**src/rtl/line_pwr_pkg.sv**
```systemverilog
package line_pwr_pkg;
  typedef enum logic [1:0] {
    PWR_OFF  = 2'd0,
    PWR_PUMP = 2'd1,
    PWR_ON   = 2'd2
  } pwr_state_e;
endpackage

```
**src/rtl/line_pwr_sync.sv**
```systemverilog
module line_pwr_sync #(
  parameter int          W       = 1,
  parameter int          STAGES  = 2,
  parameter logic [W-1:0] RST_VAL = '0
) (
  input  logic         clk,
  input  logic         rst_n,
  input  logic [W-1:0] d,
  output logic [W-1:0] q
);
  logic [W-1:0] stage_q [STAGES];

  always_ff @(posedge clk or negedge rst_n) begin
    if (!rst_n) stage_q[0] <= RST_VAL;
    else        stage_q[0] <= d;
  end

  for (genvar s = 1; s < STAGES; s++) begin : g_stage
    always_ff @(posedge clk or negedge rst_n) begin
      if (!rst_n) stage_q[s] <= RST_VAL;
      else        stage_q[s] <= stage_q[s-1];
    end
  end

  assign q = stage_q[STAGES-1];
endmodule

```
**src/rtl/line_pwr_inv_timer.sv**
```systemverilog
module line_pwr_inv_timer #(
  parameter int SET_CYC = 2000,
  parameter int CLR_CYC = 100
) (
  input  logic clk,
  input  logic rst_n,
  input  logic any_valid,
  output logic invalid_n
);
  localparam int MAXC = (SET_CYC > CLR_CYC) ? SET_CYC : CLR_CYC;
  localparam int CW   = $clog2(MAXC + 1);

  logic [CW-1:0] cnt_q;
  logic [CW-1:0] limit;
  logic          against;

  // the counter runs while the inputs disagree with the current flag value
  assign against = invalid_n ? !any_valid : any_valid;
  assign limit   = invalid_n ? CW'(SET_CYC - 1) : CW'(CLR_CYC - 1);

  always_ff @(posedge clk or negedge rst_n) begin
    if (!rst_n) begin
      invalid_n <= 1'b0;
      cnt_q     <= '0;
    end else if (against) begin
      if (cnt_q == limit) begin
        invalid_n <= ~invalid_n;
        cnt_q     <= '0;
      end else begin
        cnt_q <= cnt_q + 1'b1;
      end
    end else begin
      cnt_q <= '0;
    end
  end
endmodule

```
**src/rtl/line_pwr_fsm.sv**
```systemverilog
module line_pwr_fsm
  import line_pwr_pkg::*;
#(
  parameter bit SINGLE_PIN = 1'b0
) (
  input  logic clk,
  input  logic rst_n,
  input  logic off_n_s,
  input  logic on_s,
  input  logic rxen_n_s,
  input  logic invalid_n,
  input  logic ready_s,
  output logic pump_en,
  output logic tx_oe,
  output logic rx_oe
);
  pwr_state_e state_q, state_d;
  logic       want_on;
  logic       rx_want;

  if (SINGLE_PIN) begin : g_single
    logic unused_sp;
    assign unused_sp = on_s ^ invalid_n;
    assign want_on   = off_n_s;
    assign rx_want   = !rxen_n_s;
  end else begin : g_dual
    logic unused_dp;
    assign unused_dp = rxen_n_s;
    assign want_on   = off_n_s && (on_s || invalid_n);
    assign rx_want   = off_n_s;
  end

  always_comb begin
    state_d = state_q;
    unique case (state_q)
      PWR_OFF:  if (want_on) state_d = PWR_PUMP;
      PWR_PUMP: begin
        if (!want_on)     state_d = PWR_OFF;
        else if (ready_s) state_d = PWR_ON;
      end
      PWR_ON: begin
        if (!want_on)      state_d = PWR_OFF;
        else if (!ready_s) state_d = PWR_PUMP;
      end
      default: state_d = PWR_OFF;
    endcase
  end

  always_ff @(posedge clk or negedge rst_n) begin
    if (!rst_n) begin
      state_q <= PWR_OFF;
      rx_oe   <= 1'b0;
    end else begin
      state_q <= state_d;
      rx_oe   <= rx_want;
    end
  end

  assign pump_en = (state_q != PWR_OFF);
  assign tx_oe   = (state_q == PWR_ON);
endmodule

```
**src/rtl/line_pwr_ctrl.sv**
```systemverilog
module line_pwr_ctrl #(
  parameter int NUM_RX      = 5,
  parameter int SYNC_STAGES = 2,
  parameter int INV_SET_CYC = 2000,
  parameter int INV_CLR_CYC = 100,
  parameter bit SINGLE_PIN  = 1'b0
) (
  input  logic              clk,
  input  logic              rst_n,
  input  logic              force_off_n,
  input  logic              force_on,
  input  logic              rx_en_n,
  input  logic [NUM_RX-1:0] line_valid,
  input  logic              pump_ready,
  output logic              pump_en,
  output logic              tx_oe,
  output logic              rx_oe,
  output logic              mon_oe,
  output logic              invalid_n
);
  localparam int LW = NUM_RX + 1;

  logic [2:0]    ctrl_s;
  logic [LW-1:0] lvl_s;
  logic          off_s, on_s, rxen_n_s, rdy_s, any_valid;

  // control pins reset to: off asserted, force-on clear, receivers disabled
  line_pwr_sync #(.W(3), .STAGES(SYNC_STAGES), .RST_VAL(3'b100)) u_sync_ctrl (
    .clk   (clk),
    .rst_n (rst_n),
    .d     ({rx_en_n, force_on, force_off_n}),
    .q     (ctrl_s)
  );

  line_pwr_sync #(.W(LW), .STAGES(SYNC_STAGES), .RST_VAL('0)) u_sync_lvl (
    .clk   (clk),
    .rst_n (rst_n),
    .d     ({pump_ready, line_valid}),
    .q     (lvl_s)
  );

  assign off_s     = ctrl_s[0];
  assign on_s      = ctrl_s[1];
  assign rxen_n_s  = ctrl_s[2];
  assign rdy_s     = lvl_s[NUM_RX];
  assign any_valid = |lvl_s[NUM_RX-1:0];

  line_pwr_inv_timer #(.SET_CYC(INV_SET_CYC), .CLR_CYC(INV_CLR_CYC)) u_timer (
    .clk       (clk),
    .rst_n     (rst_n),
    .any_valid (any_valid),
    .invalid_n (invalid_n)
  );

  line_pwr_fsm #(.SINGLE_PIN(SINGLE_PIN)) u_fsm (
    .clk       (clk),
    .rst_n     (rst_n),
    .off_n_s   (off_s),
    .on_s      (on_s),
    .rxen_n_s  (rxen_n_s),
    .invalid_n (invalid_n),
    .ready_s   (rdy_s),
    .pump_en   (pump_en),
    .tx_oe     (tx_oe),
    .rx_oe     (rx_oe)
  );

  assign mon_oe = 1'b1;
endmodule

```
**config.mk**
```make
export PLATFORM = sky130hd
export DESIGN_NAME = line_pwr_ctrl
export DESIGN_NICKNAME = d
export VERILOG_FILES = /design/src/rtl/line_pwr_pkg.sv /design/src/rtl/line_pwr_sync.sv /design/src/rtl/line_pwr_inv_timer.sv /design/src/rtl/line_pwr_fsm.sv /design/src/rtl/line_pwr_ctrl.sv
export SDC_FILE = /design/constraint.sdc
export NUM_CORES = 1
export LEC_CHECK = 0
export CAP_MARGIN = 20
export CORE_ASPECT_RATIO = 1.25
export CORE_MARGIN = 2
export CORE_UTILIZATION = 35
export DETAILED_ROUTE_END_ITERATION = 10
export PLACE_DENSITY = 0.65
export SYNTH_ARGS = -nofsm -noshare
export SYNTH_HDL_FRONTEND = slang
export SYNTH_HIERARCHICAL = 1
export SYNTH_SLANG_ARGS = --single-unit
export TNS_END_PERCENT = 50
```
**constraint.sdc**
```tcl
create_clock -name clk -period 2.1 [get_ports clk]
set_input_delay 0.315 -clock clk [delete_from_list [all_inputs] [get_ports clk]]
set_output_delay 0.315 -clock clk [all_outputs]
set_load 0.02 [all_outputs]
```
======== After elaboration in Yosys (flattened, before gate mapping) ========
Cells that the tools add are included.
Widths: inputs -> output; s select.
operators by class
  multiplexer cells ....................... 10
  $add $sub $neg .......................... 1
  eq/ne operators ......................... 6
  reduce and logical (&&, ||, !) cells .... 8
  bitwise operators ....................... 1
operators by type and width
  kind                   count
  $mux 11                3
  $add 11x1->11 const B  1
  $eq 11x11->1           1
  $mux 2                 5
  $ne 3x3->1 const B     2
  $pmux 2 s3             1
  $reduce_or 5->1        1
  $reduce_and 3->1       1
  $eq 2x1->1 const B     1
  $eq 2x2->1 const B     1
  $logic_not 2->1        1
  $ne 2x1->1 const B     1
  $reduce_and 2->1       1
  $reduce_bool 2->1      1
  $logic_and 1x1->1      1
  $logic_not 1->1        1
  $logic_or 1x1->1       1
  $mux 1                 1
  $not 1->1              1
storage, ports and cells
  output and inout bits ................... 5
  bits in registers ....................... 31
  bits of input ports ..................... 11
  logic and storage cells ................. 34

======== Longest topological paths before layout ========
Gate-level depths: netlist of run 1.
  word-level depth ........................ 4
  depth in mapped cells ................... 6
  gate-level depth less buffers ........... 5

======== Hierarchy ========
The synthesis of run 1 kept the hierarchy.
by module, submodules not included
  module                       area each (um^2)  cells an instance  instances  seq. area each (um^2)
  line_pwr_inv_timer           610.6             58                 1          300.3
  line_pwr_sync (u_sync_lvl)   345.3             18                 1          300.3
  line_pwr_sync (u_sync_ctrl)  175.2             9                  1          152.6
  line_pwr_fsm                 131.4             10                 1          75.1
  line_pwr_ctrl                23.8              5                  1          0.0

======== Worst setup path after synthesis of run 1 ========
Ideal clock, no wire load.
  path kind ............................... register -> register
  start point ............................. register u_timer.invalid_n
  end point ............................... register u_timer.invalid_n
  stages on the path, launching flop included .. 5
  data required time ...................... 1,972 ps
  arrival time ............................ 1,354 ps
  period minus slack after synthesis ...... 1,482 ps
  path buffers ............................ 0
  library setup time ...................... 128 ps
  path slack .............................. 618 ps
  path through ............................ dfrtp_1 -> nor4_1 -> nand2_1 -> a211oi_2 -> mux2_1
between the ends
  cells in the longest elaborated chain, start to end .. 3
  elaborated cells between the ends (all ways) .. 5
  those cells by class .................... eq/ne (1); mux (2); bitwise (1); reduce/logical (1)
ends and longest elaborated chain
  element                            RTL line                  text
  start: declaration                 line_pwr_inv_timer.sv:8   output logic invalid_n
  start signal: assignment           line_pwr_inv_timer.sv:27  invalid_n <= ~invalid_n;
  $mux 11                            line_pwr_inv_timer.sv:19  assign limit = invalid_n ? CW'(SET_CYC - 1) : CW'(CLR_CYC - 1);
  $eq 11x11->1                       line_pwr_inv_timer.sv:26  if (cnt_q == limit) begin
  $reduce_and 2->1 (no source line)  n/a
Several ways; a longest one is shown, not always the timed one.
A chain may end at the register's enable or synchronous reset.

======== Final worst setup path of run 1 ========
  start point ............................. register u_fsm.state_q[0]
  end point ............................... output port tx_oe
between the ends
  cells in the longest elaborated chain, start to end .. 1
ends and longest elaborated chain
  element                   RTL line             text
  start: declaration        line_pwr_fsm.sv:17   pwr_state_e state_q, state_d;
  start signal: assignment  line_pwr_fsm.sv:54   state_q <= state_d;
  $eq 2x2->1                line_pwr_fsm.sv:60   assign tx_oe = (state_q == PWR_ON);
  end: declaration          line_pwr_ctrl.sv:16  output logic tx_oe,
No other way between the ends.

==> results.md, run 1 <==
- The worst min-delay path category is flop to flop.
- The final total power is 1.46 mW.
- The largest stage delay on the critical path is around 0.6 ns.
- The global routing usage on met3 is 5.00%.
- Final hold analysis gives a worst-case slack of between 0.3 and 0.4 ns.
- The final net count is 121.
- The sum of routed wire length over all layers is 1.77 mm.
- Walking the worst path, the cells encountered are and2b_2 -> clkdlybuf4s50_1.
- The number of clock buffers added by TritonCTS is 5.
- The multi-input gate area in the final layout is between 300 and 400 um2.
- Row generation in the floorplan step produced 24 rows.
- Setup violations remaining at the end of the flow were counted as 0.
- In the layout the commonest cells are sky130_fd_sc_hd__dfrtp_1, sky130_fd_sc_hd__clkdlybuf4s50_1, sky130_fd_sc_hd__nor3_1.
- The worst path required time is 1.78 ns.
- The die covers 0.00400 mm2.
- The proportion of total power due to net switching is around 28%.
- The number of warning messages in the yosys log is 6.
- The global-route track usage on met2 is 18.6%.
- Across all layers, the routed design uses 719 vias.
- Of the available clock period, the critical path in the final layout requires 86.1%.
- The initial antenna violation count is 0.
- For this run, design rule violations remaining after detail routing come to 0.
- The total of fill cells in the finished design is around 350.
- In this run the critical register-to-register path is launched from u_timer/cnt_q[2]$_DFF_PN0_.
- The setup TNS after final layout is 0 ns.
- Prior to clock tree synthesis, the placed netlist has a worst setup slack of 0.572 ns.
- Detailed placement finished with a half-perimeter wire length of 1.30 mm.
- In the final layout, the share of cells above drive strength 1 is 12.7%.
- STA classifies the critical path endpoint as an output pin.
- The synthesized instance count is between 90 and 100.
- The clock reaches the later pin of the worst-skew pair after between 0.2 and 0.3 ns.
- The initial detailed-routing violation count is 2.
- Setup repair after global routing left no endpoint under its margin.
- Together, buffers and inverters on the worst path number 1.
- Entering global routing, the biggest net connects 32 pins.
- The number of hold buffers added after CTS was 0.
- The core box area is 0.00342 mm2.
- Clock tree synthesis found a total of 31 sinks.
- The maximum ir drop on the vdd rail is 0.691 mV.
- Combinational logic is responsible for approximately 16% of the overall power.
- The netlist area before placement is 0.00123 mm2.
- Buffers placed on the I/O ports in this run total 13.
- The number of gates given a new drive strength after cts is 0.
- The net switching component of the power is 0.412 mW.
- The number of max-slew violations in the final report is 0.
- The most common cell after layout, fill and taps aside is sky130_fd_sc_hd__dfrtp_1.
- The final count of hold timing violations was 0.
- Across all setup checks in the final design, the least slack found is 0.292 ns.
- Global routing used 10.9% of the available tracks.
- The most heavily used metal layer in global routing is met2.
- The via count of the first global-routing pass is 773.
- The level count of the clock H-tree is 2.
- The synthesis-to-layout area growth is 16.6%.
- The total setup buffers inserted after CTS is 0.
- The sequential share of power is 54.6%.
- The number of max-cap violations is 0.
- The number of iterations in the first detailed-routing pass is 3.
- The global routing usage on met1 is 10.2%.
- The relative contribution of the clock network to total power is 29.2%.
- The hold path startpoint is u_sync_lvl/stage_q[11]$_DFF_PN0_.
- The count of nets left with antenna violations after detail routing is 0.
- The cell area power density is 1020 mW/mm2.
- The initial utilization of the core area, before any placement, comes to 35.8%.
- The number of buffers on the longest clock path is 2.
- The leakage power of the design is ~0.61 nW.
- The vertical die dimension is 70.2 um.
- The worst-case reg-to-reg path depth is 4.
- The run finished with clean final reports.
- The clock-pin transition on the worst setup and hold timing paths is 0.06 ns.
- The wire length of the first global-routing pass is 3.18 mm.
- The achievable clock frequency is 553 MHz.
- The via-per-instance ratio is 4.83.
- The register area is just under 800 um2.
- The root buffer cell chosen for the clock tree is sky130_fd_sc_hd__clkbuf_8.
- The per-cell routed wire length is 11.9 um.
- The reg-to-reg setup timing slack is 0.56 ns.
- Counting tap cells, the placed design contains a total of 141 instances.
- The path with the worst hold slack has its endpoint at u_sync_lvl/q[5]$_DFF_PN0_.
- Data on the critical path arrives at its endpoint at 1.49 ns.
- On the critical path, the stage with the largest delay is an instance of sky130_fd_sc_hd__clkdlybuf4s50_1.
- The worst hold path stage count is 0.
- The kind of cell with the highest combined delay along the critical path is buffers and inverters.
- The synthesized netlist net count is 109.
- Counting I/O delays and the setup requirement, the final critical path takes between 1.5 and 2 ns.
- The final weighted congestion in routability-driven placement is 0.865.
- The total congestion overflow after global routing is 0.
- During I/O placement, the number of pins put on the boundary was 16.
- After the flow finishes, the layout carries non-filler instances totaling 149.
- The worst clock skew is ~0.0032 ns.
- The CTS tree is yes.
- The average instance in the mapped netlist occupies 12.6 um2.
- Measured along the x axis, the die boundary spans 56.9 um.
- Internal power comes to 1.04 mW.
- The worst register-to-register path ends at u_timer/invalid_n$_DFFE_PN0P_.
- Along the worst path, the maximum fanout reaches 4.
- The worst setup path is of the flop to output pin kind.
- The number of diodes is 0.
- The type of element launching the critical path is a flop.
## power by group through the flow
stage,sequential (mW),combinational (mW),clock (mW)
2_1_floorplan,0.778,0.180,0
3_3_place_gp,0.797,0.232,0
3_5_place_dp,0.806,0.239,0
4_1_cts,0.794,0.242,0.447
5_1_grt,0.812,0.273,0.473
6_report,0.795,0.236,0.425
## registers in the layout (all words and copies together), names as in the netlist
name,flops
u_sync_ctrl/stage_q,2
u_sync_lvl/q,6
u_fsm/state_q,2
u_timer/invalid_n,1
u_fsm/rx_oe,1
u_sync_ctrl/q,2
u_sync_lvl/stage_q,6
u_timer/cnt_q,11
## metal layers
metal	vias to the layer above	part of all wire (%)
met2	13	56
met3	7	4.9
li1	341	-
met1	358	37
met4	0	2.4
met5	-	0
## worst register-to-register path: stages (launching register included)
cell and delay [ns]:
sky130_fd_sc_hd__dfrtp_1 0.43, sky130_fd_sc_hd__nor4_1 0.28, sky130_fd_sc_hd__nand2_1 0.10, sky130_fd_sc_hd__a211oi_2 0.27, sky130_fd_sc_hd__mux2_1 0.34
## stage by stage
stage	area (um2)	util (%)
after global routing	1430	41.8
after detailed placement	1350	39.4
final	1430	41.8
after floorplan	1230	-
after global placement	1350	39.4
after CTS	1430	41.8
## how the worst max path moves through the flow
stage          slack [ns]                     startpoint                             to  depth (start not counted)
6_report             0.29   u_fsm/state_q[0]$_DFFE_PN0P_                          tx_oe                          2
3_3_place_gp         0.57     u_timer/cnt_q[7]$_DFF_PN0_  u_timer/invalid_n$_DFFE_PN0P_                          4
3_5_place_dp         0.57     u_timer/cnt_q[3]$_DFF_PN0_  u_timer/invalid_n$_DFFE_PN0P_                          4
2_1_floorplan        0.62  u_timer/invalid_n$_DFFE_PN0P_  u_timer/invalid_n$_DFFE_PN0P_                          4
4_1_cts              0.27   u_fsm/state_q[0]$_DFFE_PN0P_                          tx_oe                          2
5_1_grt              0.24   u_fsm/state_q[0]$_DFFE_PN0P_                          tx_oe                          2
## layout make-up
cell class              instances  area share, %
repair buffers                 16           10.7
well taps                      39           3.41
clock inverters                 1          0.350
clock buffers                   7           5.34
multi-input cells              55           26.0
flip-flops and latches         31           54.2
(Power assumes the default switching activity.)
==> run 2: changes to the inputs <==
Settings changed: GPL_ROUTABILITY_DRIVEN from default to 0, PLACE_DENSITY 0.65 to default.
Clock period 2.1 ns to 1.8 ns, I/O delays scaled along.
==> results.md, run 2 (same netlist as run 1, synthesis figures left out) <==
- Outcome: finished clean (unchanged).
- The worst min-delay path category was flop to flop (unchanged).
- The number of placed instances with taps included is 140 (was 141).
- The initial antenna violation count came to 0 (unchanged).
- The type of element launching the critical path was a flop (unchanged).
- The post-detailed-route DRC marker count was 0 (unchanged).
- The launch instance of the worst register-to-register path is u_timer/cnt_q[2]$_DFF_PN0_ (unchanged).
- The top register by number of flip-flops was u_timer/cnt_q (unchanged).
- The worst clock skew is 0.00298 ns (was 0.00316 ns).
- The die footprint is 0.00400 mm2 (unchanged).
- The number of max-cap violations is 0 (unchanged).
- The number of buffers on the longest clock path was 2 (unchanged).
- The starting density of the core is 35.8% (unchanged).
- The cell area power density is 1190 mW/mm2 (was 1020 mW/mm2).
- The type of the worst setup path was flop to output pin (unchanged).
- The vertical die dimension is 70.2 um (unchanged).
- The largest stage delay on the critical path is 0.53 ns (was 0.59 ns).
- The clock-pin transition on the worst setup and hold timing paths is 0.06 ns (about the same).
- The leakage power of the design is 0.628 nW (was 0.607 nW).
- The estimated wirelength of the detail-placed design is 1.12 mm (was 1.30 mm).
- Leading cell types in the layout, fill and taps excluded: sky130_fd_sc_hd__dfrtp_1, sky130_fd_sc_hd__nor3_1, sky130_fd_sc_hd__clkdlybuf4s50_1 (was sky130_fd_sc_hd__dfrtp_1, sky130_fd_sc_hd__clkdlybuf4s50_1, sky130_fd_sc_hd__nor3_1).
- The number of iterations in the first detailed-routing pass is 3 (unchanged).
- The top-level I/O count is 16 (unchanged).
- The via count of the first global-routing pass is 741 (was 773).
- For the pin with the worst max-slew slack, the measured transition is 0.547 ns.
- The top fanout value on the critical path is 4 (unchanged).
- The core box area is 0.00342 mm2 (unchanged).
- The count of non-filler cells in the finished layout is 148 (was 149).
- The worst slack at placement came to 0.135 ns (was 0.572 ns).
- The worst-case reg-to-reg path depth is 4 (unchanged).
- The number of placement rows is 24 (unchanged).
- The worst-path cell with the longest stage delay was sky130_fd_sc_hd__clkdlybuf4s50_1 (unchanged).
- The final-report setup violation count is 0 (unchanged).
- The number of gates given a new drive strength after cts is 0 (unchanged).
- The clock latency at the later pin of the worst-skew pair is 0.27 ns (was 0.28 ns).
- The critical path data arrival time is 1.45 ns (was 1.49 ns).
- The worst hold endpoint is u_sync_lvl/q[5]$_DFF_PN0_ (unchanged).
- The final count of hold timing violations is 0 (unchanged).
- The pin count of the biggest net entering global routing was 32 (unchanged).
- The via-per-instance ratio was 4.74 (was 4.83).
- The die boundary width is 56.9 um (unchanged).
- The worst path buffer plus inverter count was 1 (unchanged).
- The worst path required time is 1.53 ns (was 1.78 ns).
- The via total after detailed routing is 701 (was 719).
- The kind of end point of the critical path is an output pin (unchanged).
- The number of clock sinks seen by CTS is 31 (unchanged).
- The most common cell after layout, fill and taps aside is sky130_fd_sc_hd__dfrtp_1 (unchanged).
- Cell Chain, Critical Path: or2_1 -> clkdlybuf4s50_1 (was and2b_2 -> clkdlybuf4s50_1).
- The hold path startpoint is u_sync_lvl/stage_q[11]$_DFF_PN0_ (unchanged).
- The initial detailed-routing violation count was 7 (was 2).
- The proportion of layout cells with a drive suffix above 1 was 13.8% (was 12.7%).
- The level count of the clock H-tree is 2 (unchanged).
- The final critical path takes up between 90% and 100% of the cycle.
- The setup TNS after final layout came to 0 ns (unchanged).
- The achievable clock frequency is 583 MHz.
- The number of diodes is 0 (unchanged).
- Unrepaired setup endpoints after global routing: no (unchanged).
- The final net count is 120 (was 121).
- The total setup buffers inserted after CTS is 0 (unchanged).
- The number of clock buffers inserted by TritonCTS is 5 (unchanged).
- The worst pin sits at a relative slew slack of a little under two thirds.
- The worst hold path stage count is 0 (unchanged).
- The final total power is 1.71 mW (was 1.46 mW).
- The root cell of the clock tree is sky130_fd_sc_hd__clkbuf_8 (unchanged).
- The sum of routed wire length over all layers came to 1.68 mm (was 1.77 mm).
- The worst path in the final design needs a cycle of 1.72 ns, including I/O delays and setup.
- The category of cells accounting for the largest share of critical-path delay is buffers and inverters (unchanged).
- The synthesis-to-layout area growth is 17.1% (was 16.6%).
- The endpoint of the lowest-slack register-to-register path is u_timer/invalid_n$_DFFE_PN0P_ (unchanged).
- The number of buffers added to fix hold violations after cts was 0 (unchanged).
- The total congestion overflow after global routing came to 0 (unchanged).
- The CTS tree is yes (unchanged).
- The post-layout worst setup margin is 0.0833 ns (was 0.292 ns).
- The summed area of non-filler cells in the final layout came to 0.00144 mm2 (was 0.00143 mm2).
- The count of input and output buffers was 13 (unchanged).
- The global routing usage summed across all routing layers is 10.6% (was 10.9%).
- The number of flip-flops in the largest register is 11 (unchanged).
- The count of nets left with antenna violations after detail routing was 0 (unchanged).
- The number of max-slew violations in the final report is 0 (unchanged).
- The wire length of the first global-routing pass is 3.12 mm (was 3.18 mm).
- The per-cell routed wire length came to 11.3 um (was 11.9 um).
- The maximum ir drop on the vdd rail is 0.591 mV (was 0.691 mV).
- The area of placed instances is 0.00134 mm2 (was 0.00135 mm2).
- The reg-to-reg setup timing slack was 0.23 ns (was 0.56 ns).
## run 2: changes by cell type in the layout (fill, tap and decap cells not counted), sizes merged
cell	before	now
buf	3	2
clkbuf	7	6
clkdlybuf4s50	13	12
clkinvlp	0	1
dlymetal6s2s	0	1
## run 2: power by group
group          internal [mW]  switching (mW)  total [mW]
logic                  0.147           0.129       0.276
clock network          0.269           0.237       0.506
registers              0.800           0.124       0.924
## run 2: final cells by class
| class | instances | area (um2) |
|---|---|---|
| Timing Repair Buffer | 15 | 148 |
| Fill cell | 329 | 1990 |
| Multi-Input combinational cell | 55 | 379 |
| Tap cell | 39 | 48.8 |
| Sequential cell | 31 | 776 |
| Clock inverter | 2 | 12.5 |
| Clock buffer | 6 | 72.6 |
## run 2: worst max path at each step
stage                             startpoint                       endpoint  slack, ns  depth (start not counted)
2_1_floorplan  u_timer/invalid_n$_DFFE_PN0P_  u_timer/invalid_n$_DFFE_PN0P_       0.32                          4
3_3_place_gp       u_sync_lvl/q[1]$_DFF_PN0_     u_timer/cnt_q[2]$_DFF_PN0_       0.19                          4
3_5_place_dp       u_sync_lvl/q[1]$_DFF_PN0_     u_timer/cnt_q[3]$_DFF_PN0_       0.13                          4
4_1_cts         u_fsm/state_q[0]$_DFFE_PN0P_                          tx_oe       0.02                          2
5_1_grt         u_fsm/state_q[0]$_DFFE_PN0P_                        pump_en       0.03                          2
6_report        u_fsm/state_q[0]$_DFFE_PN0P_                        pump_en       0.08                          2
## run 2: per-layer routing
layer	vias up	track usage, %	routed length, um
li1	340	-	-
met1	339	12.0	671
met2	18	15.2	866
met3	4	5.56	103
met4	0	6.98	38
met5	-	0	0
## run 2: through the flow
stage          hold WS [ns]  utilization [%]
2_1_floorplan       -0.0256                -
5_1_grt               0.354             42.0
3_5_place_dp          0.335             39.2
4_1_cts               0.349             41.7
3_3_place_gp          0.333             39.2
6_report              0.348             42.0
==> run 3: changes to the inputs <==
Settings changed: CAP_MARGIN 20 to default, CORE_UTILIZATION 35 to 53, PLACE_DENSITY from default to 0.77.
==> results.md, run 3 (same netlist as run 1, synthesis figures left out) <==
- The pin count of the biggest net entering global routing came to 32 (unchanged).
- The share of the clock period used by the worst path after layout is 94.0% (was 95.4%).
- The final-report setup violation count came to 0 (unchanged).
- The achievable clock frequency is 591 MHz (was 583 MHz).
- The count of input and output buffers is 13 (unchanged).
- The share of the core filled with cells was 63.8% (was 42.0%).
- The slew of the pin with the lowest slew margin is 0.890 ns (was 0.547 ns).
- The sum of routed wire length over all layers is 1.73 mm (was 1.68 mm).
- The number of max-slew violations in the final report is 0 (unchanged).
- The endpoint of the lowest-slack register-to-register path is u_timer/cnt_q[10]$_DFF_PN0_ (was u_timer/invalid_n$_DFFE_PN0P_).
- The synthesis-to-layout area growth is 13.9% (was 17.1%).
- The cell area power density is 1140 mW/mm2 (was 1190 mW/mm2).
- The launch instance of the worst register-to-register path is u_sync_lvl/q[1]$_DFF_PN0_ (was u_timer/cnt_q[2]$_DFF_PN0_).
- The level count of the clock H-tree is 2 (unchanged).
- The proportion of layout cells with a drive suffix above 1 came to 13.8% (unchanged).
- The number of placement rows is 19 (was 24).
- The type of element launching the critical path is a flop (unchanged).
- The top-level I/O count was 16 (unchanged).
- The largest stage delay on the critical path was 0.64 ns (was 0.53 ns).
- The initial antenna violation count was 0 (unchanged).
- The worst path buffer plus inverter count is 1 (unchanged).
- The root cell of the clock tree is sky130_fd_sc_hd__clkbuf_4 (was sky130_fd_sc_hd__clkbuf_8).
- The maximum ir drop on the vdd rail is 0.704 mV (was 0.591 mV).
- The worst hold-check slack is 0.326 ns (was 0.348 ns).
- The count of nets left with antenna violations after detail routing came to 0 (unchanged).
- The clock period minus final worst setup slack is 1.69 ns (was 1.72 ns).
- The worst slew margin relative to its limit is 40.3% (was 63.3%).
- The via-per-instance ratio is 5.29 (was 4.74).
- The final count of hold timing violations is 0 (unchanged).
- The top fanout value on the critical path was 6 (was 4).
- The wire length of the first global-routing pass is 3.02 mm (was 3.12 mm).
- The post-detailed-route DRC marker count came to 0 (unchanged).
- The worst-path cell with the longest stage delay was sky130_fd_sc_hd__clkdlybuf4s50_1 (unchanged).
- The estimated wirelength of the detail-placed design came to 1.20 mm (was 1.12 mm).
- The die boundary width is 47.0 um (was 56.9 um).
- The total congestion overflow after global routing is 0 (unchanged).
- The number of clock sinks seen by CTS is 31 (unchanged).
- The number of flip-flops in the largest register is 11 (unchanged).
- The number of placed instances with taps included is 133 (was 140).
- The reg-to-reg setup timing slack is 0.18 ns (was 0.23 ns).
- The die footprint is 0.00272 mm2 (was 0.00400 mm2).
- The total of fill cells in the finished design came to 181 (was 329).
- The number of buffers added to fix hold violations after cts is 0 (unchanged).
- The global routing usage summed across all routing layers is 16.6% (was 10.6%).
- The worst min-delay path category is input port to asynchronous set/reset pin (was flop to flop).
- The worst path required time was 1.53 ns (about the same).
- The worst clock skew is 0.00864 ns (was 0.00298 ns).
- The kind of end point of the critical path was an output pin (unchanged).
- The core box area was 0.00219 mm2 (was 0.00342 mm2).
- The total setup buffers inserted after CTS is 0 (unchanged).
- Cell Chain, Critical Path: clkdlybuf4s50_1 (was or2_1 -> clkdlybuf4s50_1).
- The setup TNS after final layout is 0 ns (unchanged).
- Outcome: finished clean (unchanged).
- The category of cells accounting for the largest share of critical-path delay is buffers and inverters (unchanged).
- The number of diodes is 0 (unchanged).
- The starting density of the core was 56.1% (was 35.8%).
- The number of iterations in the first detailed-routing pass is 4 (was 3).
- The number of buffers on the longest clock path came to 2 (unchanged).
- The number of clock buffers inserted by TritonCTS was 5 (unchanged).
- The critical path data arrival time is 1.42 ns (was 1.45 ns).
- The via count of the first global-routing pass is 773 (was 741).
- The most common cell after layout, fill and taps aside is sky130_fd_sc_hd__dfrtp_1 (unchanged).
- The top register by number of flip-flops is u_timer/cnt_q (unchanged).
- The type of the worst setup path is flop to output pin (unchanged).
- The initial detailed-routing violation count was 9 (was 7).
- The clock latency at the later pin of the worst-skew pair came to 0.32 ns (was 0.27 ns).
- Leading cell types in the layout, fill and taps excluded: sky130_fd_sc_hd__dfrtp_1, sky130_fd_sc_hd__nor3_1, sky130_fd_sc_hd__clkdlybuf4s50_1 (unchanged).
- The number of max-cap violations was 0 (unchanged).
- The leakage power of the design is 0.618 nW (was 0.628 nW).
- Unrepaired setup endpoints after global routing: no (unchanged).
- The vertical die dimension came to 57.8 um (was 70.2 um).
- The clock-pin transition on the worst setup and hold timing paths was 0.09 ns (was 0.06 ns).
- The CTS tree is yes (unchanged).
- The count of non-filler cells in the finished layout is 140 (was 148).
- The per-cell routed wire length was 12.4 um (was 11.3 um).
- The worst-case reg-to-reg path depth is 4 (unchanged).
- The via total after detailed routing is 740 (was 701).
- The final net count is 121 (was 120).
==> run 3: cell count changes in the layout (fill, tap and decap cells not counted), sizes merged <==
cell	delta
clkinvlp	-1
clkdlybuf4s50	-1
dlygate4sd2	+1
buf	+1
==> run 3: layer usage <==
| layer | share of wire (%) | vias to the layer above | track usage, % | wire length [um] |
|---|---|---|---|---|
| li1 | - | 347 | - | - |
| met1 | 38 | 366 | 17.5 | 654 |
| met2 | 54 | 23 | 25.8 | 942 |
| met4 | 2.2 | 0 | 13.5 | 38 |
| met5 | 0 | - | 0 | 0 |
| met3 | 5.6 | 4 | 5.61 | 97 |
==> run 3: power breakdown <==
part | switching (mW) | internal [mW] | total [mW]
combinational | 0.143 | 0.154 | 0.298
sequential | 0.113 | 0.798 | 0.911
clock | 0.206 | 0.180 | 0.387
total | 0.463 | 1.13 | 1.60
==> run 3: worst max path at each step <==
| stage | start | to | cells after the start | slack (ns) |
|---|---|---|---|---|
| 4_1_cts | u_fsm/state_q[0]$_DFFE_PN0P_ | pump_en | 2 | 0.02 |
| 5_1_grt | u_sync_lvl/q[1]$_DFF_PN0_ | u_timer/cnt_q[6]$_DFF_PN0_ | 4 | 0.02 |
| 3_5_place_dp | u_sync_lvl/q[1]$_DFF_PN0_ | u_timer/cnt_q[10]$_DFF_PN0_ | 4 | 0.16 |
| 3_3_place_gp | u_sync_lvl/q[1]$_DFF_PN0_ | u_timer/cnt_q[3]$_DFF_PN0_ | 4 | 0.19 |
| 2_1_floorplan | u_timer/invalid_n$_DFFE_PN0P_ | u_timer/invalid_n$_DFFE_PN0P_ | 4 | 0.32 |
| 6_report | u_timer/invalid_n$_DFFE_PN0P_ | invalid_n | 1 | 0.11 |
==> run 3: what timing repair did <==
item,4_1_cts,5_1_grt
pin swaps,0,0
setup endpoints to repair,1,1
resized for setup,1,1
==> run 3: area by class of cell <==
| type | instances | area [um2] | share of cell area (%) |
|---|---|---|---|
| Sequential cell | 31 | 776 | 55.6 |
| Multi-Input combinational cell | 55 | 372 | 26.6 |
| Timing Repair Buffer | 16 | 154 | 11.0 |
| Clock buffer | 6 | 51.3 | 3.67 |
| Tap cell | 31 | 38.8 | 2.78 |
| Clock inverter | 1 | 5.00 | 0.358 |
==> run 3: stage by stage <==
step	setup WS [ns]	instance area, um2	total power, mW
after CTS	0.0157	1390	1.62
final	0.108	1400	1.60
after global placement	0.193	1340	1.21
after floorplan	0.318	1230	1.12
after detailed placement	0.162	1340	1.22
after global routing	0.0226	1400	1.70
